[config.mk]
export PLATFORM = sky130hd
export DESIGN_NAME = line_code_decoder
export DESIGN_NICKNAME = d
export VERILOG_FILES = /design/src/rtl/line_code_decoder.sv
export SDC_FILE = /design/constraint.sdc
export NUM_CORES = 1
export LEC_CHECK = 0
export ABC_AREA = 1
export CORE_ASPECT_RATIO = 1.5
export CORE_UTILIZATION = 53
export DETAILED_ROUTE_END_ITERATION = 16
export GPL_TIMING_DRIVEN = 0
export PLACE_DENSITY = 0.82
export SLEW_MARGIN = 30
export SYNTH_ARGS = -nofsm -noshare
export SYNTH_HDL_FRONTEND = slang
export SYNTH_SLANG_ARGS = --single-unit
[constraint.sdc]
create_clock -name clk -period 1.9 [get_ports clk]
set_input_delay 0.38 -clock clk [delete_from_list [all_inputs] [get_ports clk]]
set_output_delay 0.38 -clock clk [all_outputs]
set_load 0.1 [all_outputs]
[src/rtl/line_code_decoder.sv]
module line_code_decoder (
  input  logic       clk,
  input  logic       rst,
  input  logic       ce,
  input  logic [1:0] code_sel,
  input  logic       uni_sel,
  input  logic       e1_viol_en,
  input  logic       rx_pos,
  input  logic       rx_neg,
  output logic       dout_pos,
  output logic       dout_neg,
  output logic       viol
);
  localparam int DEPTH = 8;
  localparam int OLD = DEPTH - 1;
  localparam int HOLD_W = $clog2(DEPTH);
  localparam logic [1:0] CODE_B8ZS = 2'b01;
  localparam logic [1:0] CODE_HDB3 = 2'b10;
  localparam logic [HOLD_W-1:0] B8_REST = HOLD_W'(DEPTH - 1);
  localparam logic [HOLD_W-1:0] HD_REST = HOLD_W'(DEPTH / 2 - 1);

  logic [DEPTH-1:0]  wp, wn, zr;
  logic [HOLD_W-1:0] hold;
  logic last_pos, v_seen, v_last_pos;
  logic idle, b8_hit, h_000v, h_b00v, h_hit, h_vpos, pass, e1_on;
  logic bpv, zsv, cv, dp, dn;

  function automatic logic pulse_of(input logic p, input logic n, input logic want_pos);
    return want_pos ? (p & ~n) : (n & ~p);
  endfunction

  assign zr    = ~(wp | wn);
  assign idle  = (hold == '0);
  assign e1_on = e1_viol_en && (code_sel == CODE_HDB3);

  assign b8_hit = idle && (code_sel == CODE_B8ZS) && zr[OLD] && zr[OLD-1] && zr[OLD-2]
                  && pulse_of(wp[OLD-3], wn[OLD-3], last_pos)
                  && pulse_of(wp[OLD-4], wn[OLD-4], ~last_pos)
                  && zr[OLD-5]
                  && pulse_of(wp[OLD-6], wn[OLD-6], ~last_pos)
                  && pulse_of(wp[OLD-7], wn[OLD-7], last_pos);

  assign h_000v = zr[OLD] && zr[OLD-1] && zr[OLD-2] && pulse_of(wp[OLD-3], wn[OLD-3], last_pos);
  assign h_b00v = pulse_of(wp[OLD], wn[OLD], ~last_pos) && zr[OLD-1] && zr[OLD-2]
                  && pulse_of(wp[OLD-3], wn[OLD-3], ~last_pos);
  assign h_hit  = idle && (code_sel == CODE_HDB3) && (h_000v || h_b00v);
  assign h_vpos = h_000v ? last_pos : ~last_pos;

  assign pass = idle && !b8_hit && !h_hit;
  assign bpv  = pass && ((wp[OLD] && wn[OLD]) || pulse_of(wp[OLD], wn[OLD], last_pos));
  assign zsv  = pass && e1_on && (&zr[OLD:OLD-3]);
  assign cv   = h_hit && e1_on && v_seen && (v_last_pos == h_vpos);
  assign dp   = pass && wp[OLD];
  assign dn   = pass && wn[OLD];

  always_ff @(posedge clk) begin
    if (rst) begin
      wp         <= '0;
      wn         <= '0;
      hold       <= '0;
      last_pos   <= 1'b0;
      v_seen     <= 1'b0;
      v_last_pos <= 1'b0;
      dout_pos   <= 1'b0;
      dout_neg   <= 1'b0;
      viol       <= 1'b0;
    end else if (ce) begin
      wp <= {wp[DEPTH-2:0], rx_pos};
      wn <= {wn[DEPTH-2:0], rx_neg};
      if (wp[OLD] ^ wn[OLD]) last_pos <= wp[OLD];
      if (b8_hit)      hold <= B8_REST;
      else if (h_hit)  hold <= HD_REST;
      else if (!idle)  hold <= hold - 1'b1;
      if (h_hit) begin
        v_seen     <= 1'b1;
        v_last_pos <= h_vpos;
      end
      dout_pos <= uni_sel ? (dp | dn) : dp;
      dout_neg <= uni_sel ? 1'b0 : dn;
      viol     <= uni_sel && (bpv || zsv || cv);
    end
  end

  AST_RESET_CLEAR: assert property (@(posedge clk) rst |=> !dout_pos && !dout_neg && !viol);
  AST_CE_HOLD: assert property (@(posedge clk) disable iff (rst)
    !ce |=> $stable(dout_pos) && $stable(dout_neg) && $stable(viol));
  AST_BIPOLAR_QUIET: assert property (@(posedge clk) disable iff (rst)
    (ce && !uni_sel) |=> !viol);
  AST_UNI_NEG_LOW: assert property (@(posedge clk) disable iff (rst)
    (ce && uni_sel) |=> !dout_neg);
  AST_SUB_ZEROS: assert property (@(posedge clk) disable iff (rst)
    (ce && !idle) |=> !dout_pos && !dout_neg);
  AST_DOUBLE_ONE: assert property (@(posedge clk) disable iff (rst)
    (ce && uni_sel && idle && wp[OLD] && wn[OLD]) |=> dout_pos && viol);
  AST_BYPASS: assert property (@(posedge clk) disable iff (rst)
    (ce && !uni_sel && idle && (code_sel == 2'b00 || code_sel == 2'b11))
    |=> (dout_pos == $past(wp[OLD])) && (dout_neg == $past(wn[OLD])));
endmodule

# Word-level counts from Yosys, hierarchy flattened
# Index checks and enable logic that the tools add are counted.
# word_totals
n_memories	0
ff_bits	25
out_inout_bits	3
latch_bits	0
ramBits	0
rom_bits	0
# op_classes
shift	0
reduce_logical	41
n_eq_ne	4
mux	13
order_cmp	0
div	0
n_bitwise	25
n_mul	0
addsub	1
# ops
operator	n
logical AND 1 bit	30
inverter 1 bit	11
bitwise AND 1 bit	10
2-to-1 mux 1 bit	10
2-to-1 mux 3 bit	3
inverter 8 bit	1
bitwise OR 8 bit	1
AND reduction 2 bit	3
logical OR 1 bit	4
AND reduction 4 bit	1
logical NOT 3 bit	1
!= test 3 x 1 -> 1 bit, second input constant	1
subtractor 3 x 1 -> 3 bit, second input constant	1
== test 2 x 1 -> 1 bit, second input constant	1
== test 2 bit, second input constant	1
logical NOT 1 bit	2
== test 1 bit	1
bitwise OR 1 bit	1
XOR 1 bit	1

# Longest topological paths before layout
# Gate-level depths: netlist (run 1).
# logic_depth
depth_word	18
depth_mapped	13
depth_no_buf	13

# Worst setup path after synthesis (run 1)
# Ideal clock, no wire load.
# synth_path
kind	reg-to-reg
from	register hold[0]
to	register hold[2]
path_slack_ns	0.338
arrival_ns	1.446
t_required_ns	1.784
setup_ns	0.116
path_stages_with_launch	13
path_cell_list	dfxtp_1 > inv_1 > ha_1 > ha_1 > nand3_1 > nor2_1 > nand2_1 > nor2_2 > nand2_2 > nand3_2 > nand2_2 > o21ai_0 > nor2_1
# synth_via
elab_chain_cells	12
# synth_rtl
element	line_no	source
start: declaration	23	logic [HOLD_W-1:0] hold;
start signal: assignment	73	else if (!idle) hold <= hold - 1'b1;
logical NOT 3 bit	33	assign idle = (hold == '0);
logical AND 1 bit (4 in series)	36	assign b8_hit = idle && (code_sel == CODE_B8ZS) && zr[OLD] && zr[OLD-1] && zr[OLD-2]
logical AND 1 bit	37	&& pulse_of(wp[OLD-3], wn[OLD-3], last_pos)
logical AND 1 bit	38	&& pulse_of(wp[OLD-4], wn[OLD-4], ~last_pos)
logical AND 1 bit	39	&& zr[OLD-5]
logical AND 1 bit	40	&& pulse_of(wp[OLD-6], wn[OLD-6], ~last_pos)
logical AND 1 bit	41	&& pulse_of(wp[OLD-7], wn[OLD-7], last_pos);
!= test 3 x 1 -> 1 bit (no source line)	-	
AND reduction 2 bit (no source line)	-	
# Parallel ways exist; a longest one is shown, timed or not. The select of a mux whose other input is x is not followed.
# A chain may end at the register's enable or synchronous reset.

# Worst setup path after layout (run 1)
# layout_path
from	register hold[0]
to	register hold[1]
# The elaborated chain is that of the path after synthesis.

==> impl_metrics.py, run 1 <==
metrics = {
    "timing": {
        "skew_ps": 10.3,
        "finalMaxSlewViolations": 0,
        "hold-worst-slack_ps": 400,
        "finalHoldViolCount": 0,
        "worstMarginPinSlew_ps": 552,
        "fin_crit_sh": 0.895,
        "max_freq_mhz": 588,
        "finalSetupTns_ps": 0,
        "timing.slew.headroom": 0.633,
        "rsz0062_at_grt": "no",
        "period_minus_slack_ps": 1700,
        "setup_violations": 0,
    },
    "synthesis": {
        "yosysTopAreaCell": "dfxtp_1",
        "yosysSeqAreaShare": 0.381,
        "netlist_top_cells_area": "dfxtp_1, o21ai_0, nand2_1, a21oi_1, inv_1",
        "yosys.area.top_type_share": 0.381,
        "syn_inst": 183,
        "synth_edf_count": 0,
        "ys_ff_latch": 25,
        "syn_avg_cell_area_um2": 7.17,
        "ys.warnings.count": 0,
        "synth_nets": 197,
        "netlist-cell-type-count": 28,
        "ys_dominant_reg_cell": "dfxtp_1",
        "synth_area_um2": 1310,
        "async_flop_share": 0,
    },
    "detailed_routing": {
        "via_per_inst": 5.45,
        "drt_first_pass_iters": 4,
        "wl_um": 2770,
        "drcViolationCount": 0,
        "wl_per_cell_um": 12.6,
        "vias": 1199,
        "ant_nets": 0,
        "first_iter_violations": 46,
    },
    "layout": {
        "fin_nets": 212,
        "areaGrowthSynthToFinish_pct": 12.6,
        "fillers": 199,
        "drive_gt1_frac": 0.142,
        "diodes": 0,
        "final_common_cell": "nand2_1",
        "layout_common_cells": "nand2_1, dfxtp_1, inv_1",
    },
    "critical_path": {
        "critPathRequiredTime_ps": 2140,
        "ff2ff_setup_slack_ps": 200,
        "critPathLaunchType": "flip-flop",
        "endpoint_kind": "flip-flop",
        "worst-path-max-fanout": 6,
        "critical_path_class": "reg2reg",
        "critPathArrivalTime_ps": 1940,
    },
    "floorplan": {
        "core-area_um2": 2290,
        "pin_count": 12,
        "fp.dieW_um": 42.6,
        "die_area_um2": 2680,
        "die_h_um": 62.9,
        "rows": 21,
        "start_util": 0.574,
    },
    "cts": {
        "numCtsBuffers": 3,
        "clk_latency_ps": 330,
        "htree_levels": 1,
        "clkSlewWorstSetupHoldPaths_ps": 130,
        "clockBufferDepth": 2,
        "hold_buffers": 0,
        "cts_root_buffer": "clkbuf_4",
        "cts_tree": "built",
        "clock_sinks": 25,
    },
    "power_and_ir_drop": {
        "ir_drop_mv": 0.450,
        "power_density_nw_per_um2": 829,
        "p_leak_nw": 0.644,
    },
    "place": {
        "place.gp.congestion": 0.825,
        "portBuffers": 10,
        "post-dp-hpwl_um": 2160,
    },
    "grt": {
        "grt_pass1_vias": 1183,
        "grt_max_degree": 15,
        "overflow": 0,
        "grt_pass1_wl_um": 4770,
        "antenna_found_initial": 0,
        "track_usage": 0.226,
    },
    "run": {
        "maxCapViolations": 0,
    },
    "outcome": {
        "outcome": "finished clean",
    },
    "min_path": {
        "timing.hold.worst.class": "in2reg",
    },
}
==> repair_timing <==
item,CTS,global route
setup endpoints to repair,3,6
setup buffers,0,0
gates resized for setup,7,5
endpoints found under the hold margin,0,0
==> state kept, by name, summed over array words and instances (netlist names) <==
register,count
v_last_pos,1
wn,8
dout_pos,1
viol,1
v_seen,1
wp,8
last_pos,1
dout_neg,1
hold,3
==> worst max-delay path, cell delays in order, from the launching register on <==
cell and delay (ps):
dfxtp_1 360, inv_1 60, ha_1 220, ha_4 190, nand3_1 100, nor2_1 50
nand2_1 100, nor2_2 60, nand2_2 110, nand3_2 90, nand2_2 70, inv_2 50
o21ai_1 120, nor2_1 50
==> cell usage after synthesis, types with 2 or more instances <==
| master | number |
|---|---|
| a21oi_1 | 21 |
| clkbuf_1 | 3 |
| dfxtp_1 | 25 |
| ha_1 | 5 |
| inv_1 | 24 |
| nand2_1 | 29 |
| nand2_2 | 4 |
| nand3_1 | 10 |
| nand3_2 | 2 |
| nand4_1 | 4 |
| nor2_1 | 13 |
| nor2_2 | 3 |
| nor3_1 | 2 |
| o21ai_0 | 22 |
| o21ai_1 | 3 |
==> final cells by class <==
cell class | count | area (um2) | area share
Buffer | 7 | 42.5 | 0.0288
Clock buffer | 3 | 22.5 | 0.0152
Clock inverter | 1 | 5.00 | 0.00339
Inverter | 26 | 100 | 0.0677
Multi-Input combinational cell | 125 | 687 | 0.465
Sequential cell | 25 | 500 | 0.339
Tap cell | 23 | 28.8 | 0.0195
Timing Repair Buffer | 10 | 91.3 | 0.0618
==> per-stage QoR <==
step                area, um2  utilization  setup slack, ps  std cells  power, mW
CTS                      1470        0.643             1.73        220       1.21
global route             1480        0.646             22.9        220       1.32
detailed placement       1440        0.631             14.6        216      0.977
global placement         1440        0.631             40.2        216      0.957
floorplan                1310            -              338        183      0.888
finish                   1480        0.646              200        220       1.23
==> cell families after synthesis <==
logic type / synth area share
buffers and inverters: 0.109
adder cells (fa/ha/maj): 0.0477
flip-flops: 0.381
AND/OR/NAND/NOR: 0.275
AO/OA/AOI/OAI: 0.188
==> routing by layer <==
metal  part of all wire  routed length, um  global-route usage
met1               0.42               1150               0.250
met3              0.028                 78              0.0231
met5                  0                  0                   0
met2               0.53               1480               0.403
met4              0.020                 54               0.125
==> path summary, 6_finish.rpt <==
path                            depth (start not counted)        to  startpoint
worst max-delay path                                   13   hold[1]     hold[0]
worst min-delay path                                    3  last_pos          ce
worst max register to register                         13   hold[1]     hold[0]
worst min register to register                          2  dout_pos    dout_pos
==> where the power goes <==
group / internal (mW) / total [mW] / switching, mW
Sequential: 0.571 / 0.597 / 0.0265
Combinational: 0.153 / 0.397 / 0.243
Clock: 0.0790 / 0.232 / 0.153
Note: power is estimated with default switching activity, not from simulation.
==> inputs of run 2 (changes only) <==
- ABC_AREA: 1 -> 0
- PLACE_DENSITY: 0.82 -> 0.83
==> impl_metrics.py, run 2 <==
metrics = {
    "layout": {
        "layout_common_cells": "nor2_1, mux2i_1, dfxtp_1",
        "final_area_um2": 1610,
        "fillers": 155,
        "drive_gt1_frac": 0.301,
        "areaGrowthSynthToFinish_pct": 26.9,
        "diodes": 0,
        "fin_cells": 189,
        "biggestRegsByFlops": "wn: 8 flops, wp: 8 flops, hold: 3 flops",
        "final_common_cell": "nor2_1",
        "fin_nets": 181,
    },
    "place": {
        "dpl_cell_area_um2": 1410,
        "post-dp-hpwl_um": 1850,
        "portBuffers": 11,
        "place.gp.congestion": 0.822,
        "dp_cells": 173,
    },
    "power_and_ir_drop": {
        "p_seq_frac": 0.443,
        "switching_share": 0.321,
        "p_leak_nw": 0.659,
        "internal-power_mw": 0.881,
        "clkPwrFrac": 0.180,
        "ir_drop_mv": 0.444,
        "power_frac_comb": 0.377,
        "netSwitchingPower_mw": 0.417,
        "power_density_nw_per_um2": 807,
    },
    "synthesis": {
        "yosysSeqAreaShare": 0.395,
        "synth_area_um2": 1270,
        "synthAdderAreaFrac": 0.0494,
        "ys.warnings.count": 0,
        "netlist_top_cells_area": "dfxtp_1, mux2i_1, nor2_1, ha_1, nand2_1",
        "async_flop_share": 0,
        "synth_nets": 153,
        "netlist-cell-type-count": 40,
        "ys_top_cells_by_count": "dfxtp_1, nor2_1, mux2i_1",
        "syn_avg_cell_area_um2": 9.12,
        "ys_ff_latch": 25,
        "synthXorXnorAreaFrac": 0.00691,
        "yosysTopAreaCell": "dfxtp_1",
        "yosys.area_share.simple": 0.236,
        "synthMuxAreaShare": 0.150,
        "synth_top_family_by_area": "simple AND/OR/NAND/NOR gates",
        "synth.most_common_cell": "dfxtp_1",
        "synth_edf_count": 0,
        "yosys.area.top_type_share": 0.395,
        "syn_inst": 139,
        "ys_dominant_reg_cell": "dfxtp_1",
        "synth-compound-area-share": 0.108,
    },
    "critical_path": {
        "critPathLaunchType": "flip-flop",
        "critPathRequiredTime_ps": 2120,
        "endpoint_kind": "flip-flop",
        "ff2ff_path_depth": 9,
        "ff2ff_setup_slack_ps": -30,
        "startpoint": "hold[0]",
        "r2r_end": "viol",
        "worst-path-max-fanout": 3,
        "critPathArrivalTime_ps": 2150,
        "critical_path_class": "reg2reg",
        "crit_end": "viol",
        "r2r-start": "hold[0]",
    },
    "outcome": {
        "violations": "setup timing",
        "outcome": "complete, but fails checks",
    },
    "timing": {
        "finalMaxSlewViolations": 0,
        "finalHoldViolCount": 0,
        "setup_violations": 2,
        "skew_ps": 4.01,
        "max_freq_mhz": 518,
        "fin_crit_sh": 1.02,
        "finalWorstSetupSlack_ps": -29.1,
        "worstMarginPinSlew_ps": 541,
        "period_minus_slack_ps": 1930,
        "timing.slew.headroom": 0.641,
        "rsz0062_at_grt": "yes",
    },
    "min_path": {
        "timing.hold.worst.class": "reg2reg",
    },
    "floorplan": {
        "rows": 21,
        "die_h_um": 61.9,
        "start_util": 0.568,
        "pin_count": 12,
        "core-area_um2": 2230,
        "die_area_um2": 2600,
        "fp.dieW_um": 41.9,
    },
    "cts": {
        "clock_sinks": 25,
        "numCtsBuffers": 3,
        "htree_levels": 1,
        "clk_latency_ps": 320,
        "clkSlewWorstSetupHoldPaths_ps": 130,
        "hold_buffers": 0,
        "cts_tree": "built",
        "clockBufferDepth": 2,
        "cts_root_buffer": "clkbuf_4",
    },
    "detailed_routing": {
        "wl_per_cell_um": 16.7,
        "vias": 1132,
        "ant_nets": 0,
        "drt_first_pass_iters": 4,
        "first_iter_violations": 40,
        "wl_um": 3160,
        "drcViolationCount": 0,
        "via_per_inst": 5.99,
    },
    "grt": {
        "grt_max_degree": 15,
        "antenna_found_initial": 0,
        "grt_pass1_vias": 1121,
        "grt_pass1_wl_um": 4910,
        "overflow": 0,
        "track_usage": 0.251,
    },
    "run": {
        "maxCapViolations": 0,
    },
}
-- run 2: metrics by stage --
step	hold slack, ps	setup slack, ps	TNS, ps	util	power, mW
after floorplan	436	42.7	0	-	0.804
after detailed placement	448	-341	-6170	0.630	0.876
final	461	-29.1	-50.5	0.720	1.30
after global routing	484	-133	-454	0.720	1.35
after global placement	433	-297	-5380	0.630	0.864
after CTS	466	-25.6	-25.6	0.710	1.23
-- run 2: logic make-up after synthesis --
kind of cell / Yosys count
adder cells (fa/ha/maj): 5
flip-flops: 25
XOR/XNOR: 1
multiplexers: 19
AO/OA/AOI/OAI: 17
buffers and inverters: 16
AND/OR/NAND/NOR: 56
-- run 2: metal layers --
layer,wire length (um),up-vias,part of all wire,track usage
met1,1220,536,0.38,0.264
met3,104,11,0.033,0.0289
met5,0,-,0,0
li1,-,550,-,-
met2,1740,35,0.55,0.478
met4,106,0,0.034,0.161
-- run 2: power by group through the flow --
stage	logic [mW]	clock network (mW)	registers, mW
3_5_place_dp	0.290	0	0.586
6_report	0.489	0.233	0.576
2_1_floorplan	0.220	0	0.584
3_3_place_gp	0.280	0	0.584
4_1_cts	0.417	0.242	0.575
5_1_grt	0.510	0.263	0.577
-- run 2: how the worst min path moves through the flow --
stage / start / to / slack (ps) / cells past startpoint
floorplan: v_seen / v_seen / 440 / 2
global placement: dout_neg / dout_neg / 430 / 2
detailed placement: dout_neg / dout_neg / 450 / 2
CTS: dout_pos / dout_pos / 470 / 2
global route: dout_neg / dout_neg / 480 / 2
finish: dout_pos / dout_pos / 460 / 2
-- run 2: final cells by class --
class | instances | area (um2) | area share
Sequential cell | 25 | 513 | 0.319
Tap cell | 23 | 28.8 | 0.0179
Clock buffer | 3 | 22.5 | 0.0140
Buffer | 5 | 21.3 | 0.0132
Clock inverter | 1 | 5.00 | 0.00311
Timing Repair Buffer | 25 | 204 | 0.127
Inverter | 9 | 36.3 | 0.0226
Multi-Input combinational cell | 98 | 778 | 0.484
-- run 2: worst max-delay path, cell delays in order (launching register included) --
cell and delay (ps):
dfxtp_2 360, inv_2 70, ha_4 130, ha_4 130, nor4b_4 180, nand2_1 120
a2111oi_4 340, buf_4 180, nor4_1 50, a311o_1 270
-- run 2: timing repair --
item                                    4_1_cts  5_1_grt
endpoints found under the setup margin       11       18
setup buffers                                12        2
gates resized for setup                      25       14
pin swaps                                     7       10
==> inputs of run 3 (changes only) <==
- SETUP_SLACK_MARGIN: unset -> 0.15
==> impl_metrics.py, run 3 (synthesized netlist as in run 2, its figures left out) <==
metrics = {
    "cts": {
        "htree_levels": 1,
        "clk_latency_ps": 310,
        "cts_root_buffer": "clkbuf_4",
        "clockBufferDepth": 2,
        "cts_tree": "built",
        "numCtsBuffers": 3,
        "clkSlewWorstSetupHoldPaths_ps": 140,
        "hold_buffers": 0,
        "clock_sinks": 25,
    },
    "timing": {
        "period_minus_slack_ps": 1960,
        "finalHoldViolCount": 0,
        "hold-worst-slack_ps": 469,
        "max_freq_mhz": 510,
        "worstMarginPinSlew_ps": 547,
        "finalWorstSetupSlack_ps": -60.7,
        "timing.slew.headroom": 0.637,
        "setup_violations": 2,
        "finalMaxSlewViolations": 0,
        "skew_ps": 2.49,
        "rsz0062_at_grt": "yes",
        "fin_crit_sh": 1.03,
    },
    "floorplan": {
        "die_h_um": 61.9,
        "rows": 21,
        "fp.dieW_um": 41.9,
        "core-area_um2": 2230,
        "pin_count": 12,
        "die_area_um2": 2600,
        "start_util": 0.568,
    },
    "layout": {
        "layout_common_cells": "nor2_1, mux2i_1, dfxtp_1",
        "final_area_um2": 1670,
        "fin_util": 0.746,
        "biggestRegsByFlops": "wn: 8 flops, wp: 8 flops, hold: 3 flops",
        "final_common_cell": "nor2_1",
        "diodes": 0,
        "areaGrowthSynthToFinish_pct": 31.5,
        "fillers": 146,
        "multi_input_area_um2": 800,
        "register_area_um2": 513,
        "drive_gt1_frac": 0.325,
        "fin_nets": 181,
    },
    "detailed_routing": {
        "wl_per_cell_um": 16.1,
        "first_iter_violations": 34,
        "drt_first_pass_iters": 4,
        "wl_um": 3040,
        "drcViolationCount": 0,
        "ant_nets": 0,
        "vias": 1121,
        "via_per_inst": 5.93,
    },
    "grt": {
        "track_usage": 0.250,
        "grt_pass1_vias": 1118,
        "overflow": 0,
        "grt_max_degree": 15,
        "grt_pass1_wl_um": 4860,
        "antenna_found_initial": 0,
    },
    "outcome": {
        "outcome": "complete, but fails checks",
        "violations": "setup timing",
    },
    "power_and_ir_drop": {
        "p_leak_nw": 0.666,
        "power_density_nw_per_um2": 771,
        "ir_drop_mv": 0.455,
    },
    "critical_path": {
        "r2r-start": "wp[0]",
        "ff2ff_setup_slack_ps": -60,
        "critPathArrivalTime_ps": 2170,
        "ff2ff_path_depth": 6,
        "critical_path_class": "reg2reg",
        "worst-path-max-fanout": 4,
        "critPathMaxStageDelay_ps": 520,
        "endpoint_kind": "flip-flop",
        "critPathLaunchType": "flip-flop",
        "slowest_stage": "or4_4",
        "critPathRequiredTime_ps": 2110,
        "worstPathCellList": "nand2_1 -> or4_4 -> a2111oi_4 -> buf_4 -> nor4_2 -> nor4_1",
        "r2r_end": "hold[0]",
    },
    "place": {
        "portBuffers": 11,
        "place.gp.congestion": 0.802,
        "post-dp-hpwl_um": 1840,
        "dpl_cell_area_um2": 1410,
    },
    "min_path": {
        "hp-start": "dout_pos",
        "timing.hold.worst.class": "reg2reg",
        "min_to": "dout_pos",
        "holdPathStages": 2,
    },
    "run": {
        "maxCapViolations": 0,
    },
}
run 3: cell count changes in the layout (fill, tap and decap cells not counted), sizes merged:
| cell | previous run | this run |
|---|---|---|
| clkdlybuf4s15 | 0 | 3 |
| clkbuf | 11 | 8 |
run 3: final cells by class:
class / count / share of cell area
Inverter: 9 / 0.0233
Timing Repair Buffer: 23 / 0.127
Multi-Input combinational cell: 98 / 0.480
Tap cell: 23 / 0.0173
Buffer: 7 / 0.0285
Sequential cell: 25 / 0.308
Clock buffer: 3 / 0.0135
Clock inverter: 1 / 0.00300
run 3: through the flow:
step / worst slack [ps] / cells / total power, mW / TNS [ps]
after global routing: -163 / 189 / 1.36 / -367
after detailed placement: -371 / 173 / 0.880 / -6280
after CTS: -31.8 / 188 / 1.26 / -31.8
after floorplan: 133 / 139 / 0.804 / 0
final: -60.7 / 189 / 1.29 / -92.8
after global placement: -304 / 173 / 0.865 / -5190
run 3: metal layers:
metal  global-route usage  routed length (um)  up-vias
met5                    0                   0        -
met4                0.194                 110        0
met3               0.0173                 110       11
met2                0.455                1610       33
met1                0.273                1210      532
li1                     -                   -      545
run 3: where the power goes:
part / total (mW) / internal [mW] / switching, mW
sequential: 0.574 / 0.556 / 0.0181
combinational: 0.473 / 0.240 / 0.233
clock: 0.238 / 0.0787 / 0.159
run 3: how the worst max path moves through the flow:
stage | from | endpoint | cells past startpoint
after floorplan | hold[0] | viol | 8
after global placement | ce | wp[7] | 5
after detailed placement | ce | wp[1] | 5
after CTS | hold[1] | hold[0] | 9
after global routing | wn[3] | hold[0] | 6
final | wp[0] | hold[0] | 6
run 3: what timing repair did:
| item | 4_1_cts | 5_1_grt |
|---|---|---|
| gates resized for setup | 34 | 12 |
| endpoints found under the setup margin | 27 | 22 |
| buffers inserted | 11 | 1 |
| pin swaps | 13 | 7 |
run 3: worst max-delay path, delay by kind of cell, from the launching register on:
family                 cells  cell delay (ps)
buffers and inverters      1              200
and+or+nand+nor            4              910
AOI/OAI and AO/OA          1              370
DFF                        1              380
